### src/rtl/pxu_pkg.sv
package pxu_pkg;
  localparam int unsigned WORD_W  = 32;
  localparam int unsigned PIX_W   = 24;
  localparam int unsigned BYTES_W = WORD_W / 8;
  localparam int unsigned IDX_W   = $clog2(BYTES_W);
  localparam int unsigned HALF_W  = WORD_W / 2;

  typedef enum logic [1:0] {
    BUS16 = 2'd0,
    BUS8  = 2'd1,
    BUS18 = 2'd2,
    BUS24 = 2'd3
  } bus_w_e;

  function automatic logic [PIX_W-1:0] bus_mask(input bus_w_e bw);
    case (bw)
      BUS8:    bus_mask = 24'h0000FF;
      BUS16:   bus_mask = 24'h00FFFF;
      BUS18:   bus_mask = 24'h03FFFF;
      default: bus_mask = 24'hFFFFFF;
    endcase
  endfunction
endpackage

### src/rtl/pxu_word_hold.sv
module pxu_word_hold
  import pxu_pkg::*;
(
  input  logic              clk,
  input  logic              rst_n,
  input  logic              clear,
  input  logic              word_valid,
  output logic              word_ready,
  input  logic [WORD_W-1:0] word_data,
  input  logic              packed_mode,
  input  logic              byte_mode,
  input  logic              take,
  output logic              full,
  output logic [PIX_W-1:0]  elem
);
  logic [WORD_W-1:0] hold_q;
  logic [IDX_W-1:0]  idx_q;
  logic [IDX_W-1:0]  last_idx;
  logic              at_last;
  logic              pop_last;
  logic              accept;

  always_comb begin
    if (byte_mode)        last_idx = IDX_W'(BYTES_W - 1);
    else if (packed_mode) last_idx = IDX_W'(1);
    else                  last_idx = '0;
  end

  assign at_last    = (idx_q == last_idx);
  assign pop_last   = take & at_last;
  assign word_ready = clear | ~full | pop_last;
  assign accept     = word_valid & word_ready & ~clear;

  always_ff @(posedge clk) begin
    if (!rst_n) begin
      hold_q <= '0;
      idx_q  <= '0;
      full   <= 1'b0;
    end else if (clear) begin
      idx_q <= '0;
      full  <= 1'b0;
    end else begin
      if (take) idx_q <= at_last ? '0 : idx_q + IDX_W'(1);
      if (accept) begin
        hold_q <= word_data;
        full   <= 1'b1;
      end else if (pop_last) begin
        full <= 1'b0;
      end
    end
  end

  always_comb begin
    if (byte_mode)        elem = PIX_W'(hold_q[{idx_q, 3'b000} +: 8]);
    else if (packed_mode) elem = PIX_W'(hold_q[{idx_q[0], 4'b0000} +: HALF_W]);
    else                  elem = hold_q[PIX_W-1:0];
  end

  AST_READY_WHEN_EMPTY: assert property (@(posedge clk) disable iff (!rst_n)
    !full |-> word_ready);
  AST_WORD_HELD: assert property (@(posedge clk) disable iff (!rst_n)
    (full && !take && !clear) |=> (full && $stable(hold_q)));
  AST_CLEAR_EMPTIES: assert property (@(posedge clk) disable iff (!rst_n)
    clear |=> !full);
endmodule

### src/rtl/pxu_format.sv
module pxu_format
  import pxu_pkg::*;
(
  input  logic [PIX_W-1:0] elem,
  input  logic             packed_mode,
  input  logic             byte_mode,
  input  bus_w_e           bus,
  input  logic             swap_rb,
  input  logic             invert,
  output logic [PIX_W-1:0] pix,
  output logic             unsupported
);
  logic [4:0]       r5, b5;
  logic [5:0]       g6;
  logic [7:0]       r8, g8, b8;
  logic [PIX_W-1:0] raw;
  logic [PIX_W-1:0] mask;

  assign unsupported = (bus == BUS8) && !packed_mode;
  assign mask        = bus_mask(bus);

  always_comb begin
    r5 = swap_rb ? elem[4:0]   : elem[15:11];
    b5 = swap_rb ? elem[15:11] : elem[4:0];
    g6 = elem[10:5];
    r8 = swap_rb ? elem[7:0]   : elem[23:16];
    b8 = swap_rb ? elem[23:16] : elem[7:0];
    g8 = elem[15:8];
    raw = '0;
    if (byte_mode) begin
      raw = {16'h0, elem[7:0]};
    end else if (packed_mode) begin
      case (bus)
        BUS16:   raw = {8'h0, r5, g6, b5};
        BUS18:   raw = {6'h0, r5, 1'b0, g6, b5, 1'b0};
        BUS24:   raw = {r5, 3'b000, g6, 2'b00, b5, 3'b000};
        default: raw = '0;
      endcase
    end else begin
      case (bus)
        BUS24:   raw = {r8, g8, b8};
        BUS16,
        BUS18:   raw = {6'h0, r8[5:0], g8[5:0], b8[5:0]};
        default: raw = '0;
      endcase
    end
  end

  assign pix = unsupported ? '0 : ((raw ^ (invert ? mask : '0)) & mask);
endmodule

### src/rtl/pix_unpacker.sv
module pix_unpacker
  import pxu_pkg::*;
(
  input  logic        clk,
  input  logic        rst_n,
  input  logic        word_valid,
  output logic        word_ready,
  input  logic [31:0] word_data,
  input  logic        fifo_clear,
  input  logic [1:0]  cfg_bus_width,
  input  logic [3:0]  cfg_byte_mask,
  input  logic        cfg_swap_rb,
  input  logic        cfg_invert,
  input  logic        pix_req,
  output logic [23:0] pix_data,
  output logic        pix_underflow,
  output logic        cfg_unsupported
);
  bus_w_e           bus;
  logic             packed_mode;
  logic             byte_mode;
  logic             full;
  logic             take;
  logic [PIX_W-1:0] elem;
  logic [PIX_W-1:0] fmt_pix;

  assign bus         = bus_w_e'(cfg_bus_width);
  assign packed_mode = (cfg_byte_mask == 4'hF);
  assign byte_mode   = packed_mode && (bus == BUS8);
  assign take        = pix_req & full & ~fifo_clear;

  pxu_word_hold u_hold (
    .clk         (clk),
    .rst_n       (rst_n),
    .clear       (fifo_clear),
    .word_valid  (word_valid),
    .word_ready  (word_ready),
    .word_data   (word_data),
    .packed_mode (packed_mode),
    .byte_mode   (byte_mode),
    .take        (take),
    .full        (full),
    .elem        (elem)
  );

  pxu_format u_fmt (
    .elem        (elem),
    .packed_mode (packed_mode),
    .byte_mode   (byte_mode),
    .bus         (bus),
    .swap_rb     (cfg_swap_rb),
    .invert      (cfg_invert),
    .pix         (fmt_pix),
    .unsupported (cfg_unsupported)
  );

  always_ff @(posedge clk) begin
    if (!rst_n) begin
      pix_data      <= '0;
      pix_underflow <= 1'b0;
    end else if (fifo_clear) begin
      pix_data      <= '0;
      pix_underflow <= 1'b0;
    end else if (pix_req) begin
      pix_data      <= full ? fmt_pix : '0;
      pix_underflow <= ~full;
    end else begin
      pix_underflow <= 1'b0;
    end
  end

  AST_UNDERFLOW_ZERO: assert property (@(posedge clk) disable iff (!rst_n)
    pix_underflow |-> (pix_data == '0));
  AST_UNDERFLOW_NEEDS_REQ: assert property (@(posedge clk) disable iff (!rst_n)
    !pix_req |=> !pix_underflow);
  AST_IDLE_HOLDS: assert property (@(posedge clk) disable iff (!rst_n)
    (!pix_req && !fifo_clear) |=> $stable(pix_data));
  AST_CLEAR_ZEROES: assert property (@(posedge clk) disable iff (!rst_n)
    fifo_clear |=> (pix_data == '0 && !pix_underflow));
endmodule

### config.mk
export PLATFORM = sky130hd
export DESIGN_NAME = pix_unpacker
export DESIGN_NICKNAME = d
export VERILOG_FILES = /design/src/rtl/pxu_pkg.sv /design/src/rtl/pxu_word_hold.sv /design/src/rtl/pxu_format.sv /design/src/rtl/pix_unpacker.sv
export SDC_FILE = /design/constraint.sdc
export NUM_CORES = 1
export LEC_CHECK = 0
export BUFFER_PORTS_ARGS = -buffer_cell sky130_fd_sc_hd__buf_2
export CAP_MARGIN = 10
export CORE_AREA = 2 2 91 93
export CTS_CLUSTER_SIZE = 12
export DETAILED_ROUTE_END_ITERATION = 8
export DIE_AREA = 0 0 93 95
export PLACE_DENSITY = 0.77
export SETUP_SLACK_MARGIN = 0.3
export SLEW_MARGIN = 20
export SYNTH_ARGS = -nofsm -noshare
export SYNTH_HDL_FRONTEND = slang
export SYNTH_SLANG_ARGS = --single-unit
### constraint.sdc
create_clock -name clk -period 6.7 [get_ports clk]
set_input_delay 0.335 -clock clk [delete_from_list [all_inputs] [get_ports clk]]
set_output_delay 0.335 -clock clk [all_outputs]
set_load 0.05 [all_outputs]
# Yosys cells after proc, flatten, opt, wreduce, memory -nomap -nowiden
# Index checks and enable logic that the tools add are counted.
# totals
ff_bits	60
word_cells	54
# classes
n_addsub	1
eq_ne	5
shift	2
mux	19
bitwise_logic	13
n_reduce_logical	9
# op_table
operator	count
$mux 24	7
$pmux 24 s3	2
$pmux 24 s2	1
$shiftx 32x6->16	1
$shiftx 32x6->8	1
$and 24x24->24	1
$xor 24x24->24	1
$mux 8	2
$mux 5	2
$and 1x1->1	5
$eq 2x2->1 const B	2
$eq 4x4->1 const B	1
$mux 2	2
$not 1->1	4
$reduce_or 2->1	2
$mux 1	3
$reduce_or 3->1	1
$add 2x1->2 const B	1
$eq 2x1->1 const B	1
$eq 2x2->1	1
$logic_and 1x1->1	2
$logic_not 2->1	1
$or 1x1->1	2
$reduce_and 2->1	1
2 further kinds	2

# Logic depth before layout (Yosys ltp)
# Gate-level depths: netlist of the first run.
# depth
ltp_word	11
depth_mapped	10

# By module
# From an unflattened synthesis of the first run, not the netlist that was laid out.
# unflattened
hier_cells	572
hier_area_um2	4563.1
# by_module_without_submodules
mod	instances	cells_per_inst	area_per_inst_um2
pxu_word_hold	1	247	2035.7
pxu_format	1	211	1510.2
pix_unpacker	1	114	1017.2

# Least setup slack after synthesis of the first run
# Ideal clock, no wire load.
# synth_timing
path_type	input to register
start	input port cfg_byte_mask[2]
end	register pix_data[4]
setup_ns	0.122
t_arrival_ns	2.350
path_slack_ns	4.228
stages	6
path_buffers	1
cell_sequence	and4_1 > buf_2 > nor2_1 > nor4_1 > or2_2 > a221o_1
# synth_between
elab_cells_between_ends	16
classes_between	eq/ne: 1; mux: 10; bitwise: 2; reduce/logical: 3
# synth_lines
element	line_no	text
start, declared	pix_unpacker.sv:11	input logic [3:0] cfg_byte_mask,
$eq 4x4->1	pix_unpacker.sv:28	assign packed_mode = (cfg_byte_mask == 4'hF);
$logic_not 1->1	pxu_format.sv:19	assign unsupported = (bus == BUS8) && !packed_mode;
$logic_and 1x1->1	pxu_format.sv:19	
named net cfg_unsupported	pix_unpacker.sv:17	output logic cfg_unsupported
$mux 24	pxu_format.sv:49	assign pix = unsupported ? '0 : ((raw ^ (invert ? mask : '0)) & mask);
$mux 24	pix_unpacker.sv:65	pix_data <= full ? fmt_pix : '0;
end signal, assigned	pix_unpacker.sv:65	
end, declared	pix_unpacker.sv:15	output logic [23:0] pix_data,
# The timed path passes the listed nets, and every way through them passes these cells.
# A chain may end at the register's enable or synchronous reset.

# Worst setup path after layout of the first run
# layout_timing
start	input port cfg_byte_mask[3]
end	register pix_data[15]
# layout_between
elab_chain_cells	11
elab_cells_between_ends	16
classes_between	eq/ne: 1; mux: 10; bitwise: 2; reduce/logical: 3
# layout_rtl
element	line_no	text
$eq 4x4->1 (*)	pix_unpacker.sv:28	
$mux 24 / $logic_and 1x1->1 (equally long branches)	pxu_word_hold.sv:55, pix_unpacker.sv:29	
$mux 24	pxu_word_hold.sv:54	if (byte_mode) elem = PIX_W'(hold_q[{idx_q, 3'b000} +: 8]);
$mux 5 / $mux 8 (equally long branches)	pxu_format.sv:23, pxu_format.sv:26	
$pmux 24 s3 / $pmux 24 s2 (equally long branches)	pxu_format.sv:33, pxu_format.sv:40	
$mux 24	pxu_format.sv:32	end else if (packed_mode) begin
$mux 24	pxu_format.sv:30	if (byte_mode) begin
$xor 24x24->24	pxu_format.sv:49	
$and 24x24->24	pxu_format.sv:49	
$mux 24 (*)	pxu_format.sv:49	
$mux 24 (*)	pix_unpacker.sv:65	
# Mark *: on every way between the ends. The rest lies on a longest branch, timed or not.

==> reports/results.tsv, run 1 <==
stage	metric	value	unit
timing	hold_viol_final	0	
yosys	async_reset_ff_share	0	%
timing	finalHoldWorstSlack	212	ps
power_and_ir_drop	worst_ir_drop_vdd	111	µV
place	numPlacedInstances	687	
setup_path	startpoint_type	input port	
power_and_ir_drop	leakagePower	1.83	nW
global_routing	grt.overflow.total	0	
global_routing	grt_util_all_layers	33.0	%
routing	finalWirelength	13900	µm
setup_path	crit_required	6950	ps
cts	clock_insertion_delay_worst_skew	360	ps
yosys	ys_ff_latch	60	
setup_path	critical_path_class	input port to flop	
routing	drcViolationCount	0	
die	dieWidth	93	µm
yosys	ys_top_cells_by_area	dfxtp_1 (28%), nand2_1 (10%), mux2i_1 (6.6%)	
layout	final_cell_mix	nand2_1 (113), buf_2 (71), dfxtp_1 (60)	
timing	final_cycle_share	50.1	%
timing	period_needed	3360	ps
place	dp_hpwl	10100	µm
yosys	seq_area_frac_synth	28.5	%
yosys	dominant_cell_type_by_area_after_synthesis	dfxtp_1	
layout	fin_cells	704	
yosys	yosysWarnings	0	
routing	route.antenna.remaining_nets	0	
place	finalWeightedCongestion	1.00	
yosys	syn_area_per_cell	7.65	µm²
layout	antenna_cells	0	
cts	post_cts.resized_instances	0	
cts	root_buffer_selected_by_cts	clkbuf_8	
setup_path	worst-path-max-fanout	31	
layout	final_util	60.0	%
global_routing	number_of_global_route_vias_before_repair	4201	
die	placementRows	33	
timing	timing.slew.headroom	35.2	%
job	timing.max_cap.violations	0	
timing	fmax	298	MHz
yosys	synth_edf_count	0	
routing	routedWlPerCell	19.8	µm
cts	post_cts.repair.setup_buffers	0	
yosys	ys_dominant_reg_cell	dfxtp_1	
timing	finalMaxSlewViolations	0	
setup_path	cp_data_arrival_time	3610	ps
yosys	postSynthNetCount	596	
power_and_ir_drop	power_per_cell_area	177	mW/mm²
die	design.die.area	0.00884	mm²
status	outcome	completed	
cts	numCtsBuffers	9	
cts	h-tree-depth	3	
timing	finClkSkew	8.80	ps
die	initial_utilization	53.2	%
die	io_pins	72	
yosys	synthDominantCellAreaShare	28.5	%
power_and_ir_drop	p_total	0.840	mW
place	placement.io_buffers	71	
layout	fillers	788	
die	chipHeight	95	µm
timing	grt_setup_unrepaired	false	
global_routing	grt_first_pass_wirelength	22600	µm
routing	vias	4543	
global_routing	initial_antenna_violation_count	0	
timing	timing.final.setup_violations	0	
cts	tritoncts_clock_tree	yes	
timing	worst_slew_pin_slew	966	ps
setup_path	cp-end-kind	flop	
timing	totalNegativeSetupSlack	0	ps
routing	viasPerCell	6.45	
setup_path	crit_slowest_cell	and4_1	
routing	drt-initial-drc-count	526	
cts	cts-hold-fix-buffers	0	
global_routing	largest_net_degree_at_the_start_of_global_routing	43	
layout	area_growth_syn_to_layout	12.8	%
routing	firstDrtPassIters	7	
yosys	netlist_area	0.00422	mm²
worst_hold_path	timing.hold.worst.class	input port to flop	
cts	clkSinkCount	60	
setup_path	cpPeakStageDelay	670	ps
layout	num-nets-final	639	
layout	most_common_library_cell_in_the_layout_ignoring_fill_and_taps	nand2_1	
cts	worst_setup_hold_path_clk_slew	80	ps
setup_path	cp_cell_sequence	buf_2, and4_1, buf_4, o21ai_1, a221oi_1, nor4_1, o41ai_1, mux2i_1, nand2_1	
die	coreArea	0.00793	mm²
layout	fraction_of_layout_cells_with_a_size_suffix_above_1	19.0	%
yosys	netlist-cell-type-count	62	
yosys	post_synth_inst_count	551	
cts	cts.path.max_buffers	2	
through the flow:
step	setup WS, ps	cell area, µm²
after floorplan	4230	4220
after global placement	3110	4560
after detailed placement	3060	4560
after CTS	3430	4740
after global routing	3100	4760
final	3340	4760
Yosys cell counts (6+ instances only):
master	n
o31ai_1	9
nor2_1	23
clkbuf_1	24
o21ai_0	23
o22ai_1	6
a221oi_1	9
a21boi_0	32
nand3_1	14
xnor2_1	8
mux4_2	6
mux2_2	6
nor3_1	23
mux2i_1	28
buf_2	8
a31oi_1	7
buf_1	11
inv_1	7
a21oi_1	31
nand2_1	113
a22oi_1	7
dfxtp_1	60
report_power, final:
part           total [mW]  switching (mW)  internal (mW)
clock               0.306           0.161          0.145
sequential          0.387          0.0194          0.367
combinational       0.148          0.0921         0.0557
worst max-delay path, delay by kind of cell:
kind            cells  cell delay (ps)
mux                 1              250
compound gates      3             1640
simple gates        3              850
buf+inv             2              530
metal layers:
metal / global-route usage, % / vias to the layer above / part of all wire [%]
li1: - / 2128 / -
met1: 43.5 / 2088 / 41
met2: 50.4 / 262 / 43
met3: 7.26 / 65 / 10
met4: 17.9 / 0 / 5.2
met5: 0 / - / 0
cells by family after synthesis:
| logic type | Yosys count | synth area share (%) |
|---|---|---|
| DFF | 60 | 28.5 |
| buffers and inverters | 53 | 5.22 |
| muxes | 40 | 11.5 |
| and+or+nand+nor | 207 | 22.0 |
| xor gates and xnor gates | 13 | 2.70 |
| AOI/OAI and AO/OA | 178 | 30.1 |
path summary, 6_finish.rpt:
path	slack, ps	from	depth (start not counted)	to
hold reg to reg	440	pix_data[0]	2	pix_data[0]
hold / removal	210	word_data[6]	3	u_hold.hold_q[6]
setup reg to reg	3480	u_hold.idx_q[0]	8	pix_data[15]
setup / recovery	3340	cfg_byte_mask[3]	9	pix_data[15]
flip-flops by register name, summed over array words and instances, names as in the netlist:
| signal | cells |
|---|---|
| pix_underflow | 1 |
| u_hold.hold_q | 32 |
| u_hold.full | 1 |
| pix_data | 24 |
| u_hold.idx_q | 2 |
layout make-up:
class | instances | area (µm²) | share of cell area, %
tap | 105 | 131 | 2.76
clock inverter | 5 | 36.3 | 0.763
multi-input combinational | 438 | 2810 | 59.0
sequential | 60 | 1200 | 25.2
inverter | 7 | 26.3 | 0.552
timing repair buffer | 78 | 415 | 8.73
clock buffer | 11 | 141 | 2.97
No activity file was read; power rests on OpenSTA's default activity.
==> run 2, diff against run 1 <==
--- a/config.mk
+++ b/config.mk
@@ -7,11 +7,11 @@
 export LEC_CHECK = 0
 export BUFFER_PORTS_ARGS = -buffer_cell sky130_fd_sc_hd__buf_2
 export CAP_MARGIN = 10
-export CORE_AREA = 2 2 91 93
+export CORE_AREA = 2 2 94 96
 export CTS_CLUSTER_SIZE = 12
 export DETAILED_ROUTE_END_ITERATION = 8
-export DIE_AREA = 0 0 93 95
-export PLACE_DENSITY = 0.77
+export DIE_AREA = 0 0 96 98
+export PLACE_DENSITY = 0.76
 export SETUP_SLACK_MARGIN = 0.3
 export SLEW_MARGIN = 20
 export SYNTH_ARGS = -nofsm -noshare
==> constraint.sdc (replaced) <==
create_clock -name clk -period 2.8 [get_ports clk]
set_input_delay 0.14 -clock clk [delete_from_list [all_inputs] [get_ports clk]]
set_output_delay 0.14 -clock clk [all_outputs]
set_load 0.05 [all_outputs]
==> run 2 against run 1 <==
Effect of this change: clock skew up 5.4 ps; count of clock-buffer cells in the layout down 2; sequential power up 140%; die area up 6.5%; total power rose to 2.7 times the previous value; hold slack worse by 190 ps; final area up 9.2%; critical path type is now flop to flop; critical endpoint is now pix_data[3]; critical path depth down 2.
==> reports/results.tsv, run 2 (same netlist as run 1, synthesis figures left out) <==
stage	metric	value	unit	change
routing	firstDrtPassIters	6		-1
timing	timing.final.setup_violations	0		unchanged
global_routing	grt_first_pass_wirelength	24500	µm	+8.5%
layout	reg.largest.list	u_hold.hold_q x32, pix_data x24, u_hold.idx_q x2		
global_routing	grt_util_all_layers	34.5	%	+1.5 points
timing	hold_viol_final	0		unchanged
routing	route.antenna.remaining_nets	0		unchanged
cts	tritoncts_clock_tree	yes		
timing	final_cycle_share	87.1	%	
die	design.die.area	0.00941	mm²	+6.5%
timing	totalNegativeSetupSlack	0	ps	unchanged
layout	num-nets-final	676		+5.8%
cts	root_buffer_selected_by_cts	clkbuf_8		
worst_hold_path	timing.hold.worst.class	input port to flop		
die	initial_utilization	49.8	%	-3.4 points
cts	clock_insertion_delay_worst_skew	350	ps	about the same
cts	h-tree-depth	3		unchanged
power_and_ir_drop	worst_ir_drop_vdd	240	µV	+120%
setup_path	critical_path_class	flop to flop		
die	io_pins	72		unchanged
timing	period_needed	2440	ps	
routing	viasPerCell	6.37		-1.3%
layout	most_common_library_cell_in_the_layout_ignoring_fill_and_taps	nand2_1		
timing	finClkSkew	14.2	ps	+5.42 ps
setup_path	cp-end-kind	flop		
routing	finalWirelength	16000	µm	+15%
timing	finalHoldWorstSlack	27.1	ps	-185 ps
die	placementRows	34		+3.0%
global_routing	largest_net_degree_at_the_start_of_global_routing	37		-14%
power_and_ir_drop	power_per_cell_area	430	mW/mm²	+140%
job	timing.max_cap.violations	0		unchanged
place	placement.io_buffers	71		unchanged
die	dieWidth	96	µm	+3.2%
global_routing	grt.overflow.total	0		unchanged
cts	cts-hold-fix-buffers	0		unchanged
die	coreArea	0.00847	mm²	+6.8%
routing	drcViolationCount	0		unchanged
layout	area_growth_syn_to_layout	23.2	%	
global_routing	number_of_global_route_vias_before_repair	4383		+4.3%
die	chipHeight	98	µm	+3.2%
timing	fmax	410	MHz	
setup_path	r2r_slack	360	ps	-3120 ps
layout	largest_register_ff_count	32		unchanged
timing	finalMaxSlewViolations	0		unchanged
layout	final_util	61.4	%	+1.3 points
place	finalWeightedCongestion	1.06		+5.3%
status	outcome	completed		
layout	final_cell_mix	nand2_1 (113), buf_2 (71), dfxtp_1 (58)		
timing	timing.slew.headroom	59.1	%	+24 points
routing	vias	4739		+4.3%
layout	fraction_of_layout_cells_with_a_size_suffix_above_1	25.6	%	+6.6 points
setup_path	crit_required	3050	ps	-3900 ps
routing	routedWlPerCell	21.4	µm	+8.4%
place	dp_hpwl	11800	µm	+17%
setup_path	cp_data_arrival_time	2690	ps	-920 ps
global_routing	initial_antenna_violation_count	0		unchanged
cts	worst_setup_hold_path_clk_slew	80	ps	about the same
timing	grt_setup_unrepaired	true		
layout	antenna_cells	0		unchanged
setup_path	worst-path-max-fanout	5		-84%
cts	cts.path.max_buffers	2		unchanged
timing	worst_slew_pin_slew	598	ps	-368 ps
setup_path	startpoint_type	flop		
layout	regMostFlops	u_hold.hold_q		
cts	numCtsBuffers	9		unchanged
power_and_ir_drop	leakagePower	2.08	nW	+13%
cts	clkSinkCount	60		unchanged
routing	drt-initial-drc-count	494		-6.1%
==> run 2: cell types whose count changed in the layout (fill, tap and decap cells not counted), sizes merged <==
cell / before / now
clkinv: 1 / 4
bufbuf: 0 / 1
inv: 8 / 7
clkinvlp: 3 / 1
buf: 78 / 114
clkbuf: 11 / 9
bufinv: 0 / 2
==> run 2: repair_timing <==
item                       CTS  global route
cloned                       1             0
setup endpoints to repair    5            11
pin swaps                    0             4
setup buffers                1             4
resized for setup            5             9
==> run 2: power by group <==
group	switching, mW	leakage (nW)	total (mW)	internal (mW)
registers	0.0428	0.489	0.920	0.877
clock network	0.405	0.114	0.912	0.507
logic	0.244	1.48	0.403	0.159
total	0.692	2.08	2.24	1.54
==> run 2: path summary, 6_finish.rpt <==
path | cells past startpoint | from | to
worst min-delay path | 3 | word_data[21] | u_hold.hold_q[21]
worst max register to register | 7 | u_hold.idx_q[0] | pix_data[3]
worst max-delay path | 7 | u_hold.idx_q[0] | pix_data[3]
worst min register to register | 2 | pix_data[0] | pix_data[0]
==> run 2: worst max-delay path, stage by stage, from the launching register on <==
cell and delay (ps):
dfxtp_4 370, mux4_2 520, and3_4 160, a221o_2 370
o211ai_2 170, or3b_1 370, and3_1 150, a211o_1 220
==> run 2: metrics by stage <==
stage | instance area, µm² | setup slack, ps | power [mW] | std cells
after floorplan | 4220 | 397 | 1.17 | 551
after global placement | 4830 | 194 | 1.32 | 722
after detailed placement | 4830 | 164 | 1.32 | 722
after CTS | 5120 | 305 | 2.23 | 740
after global routing | 5190 | 264 | 2.31 | 744
final | 5190 | 361 | 2.24 | 744
==> run 2: final cells by class <==
class,instances,area (µm²)
flip-flops and latches,60,1210
fillers,785,3270
multi-input cells,438,2860
clock buffers,9,124
repair buffers,115,736
well taps,108,135
clock inverters,7,100
inverters,7,30.0
==> run 2: layer usage <==
layer  vias to the layer above  share of wire [%]  global-route usage [%]
met5                         -                  0                       0
met4                         0                5.4                    14.6
met3                        59                8.5                    8.72
met2                       245                 45                    52.6
met1                      2231                 41                    45.9
li1                       2204                  -                       -
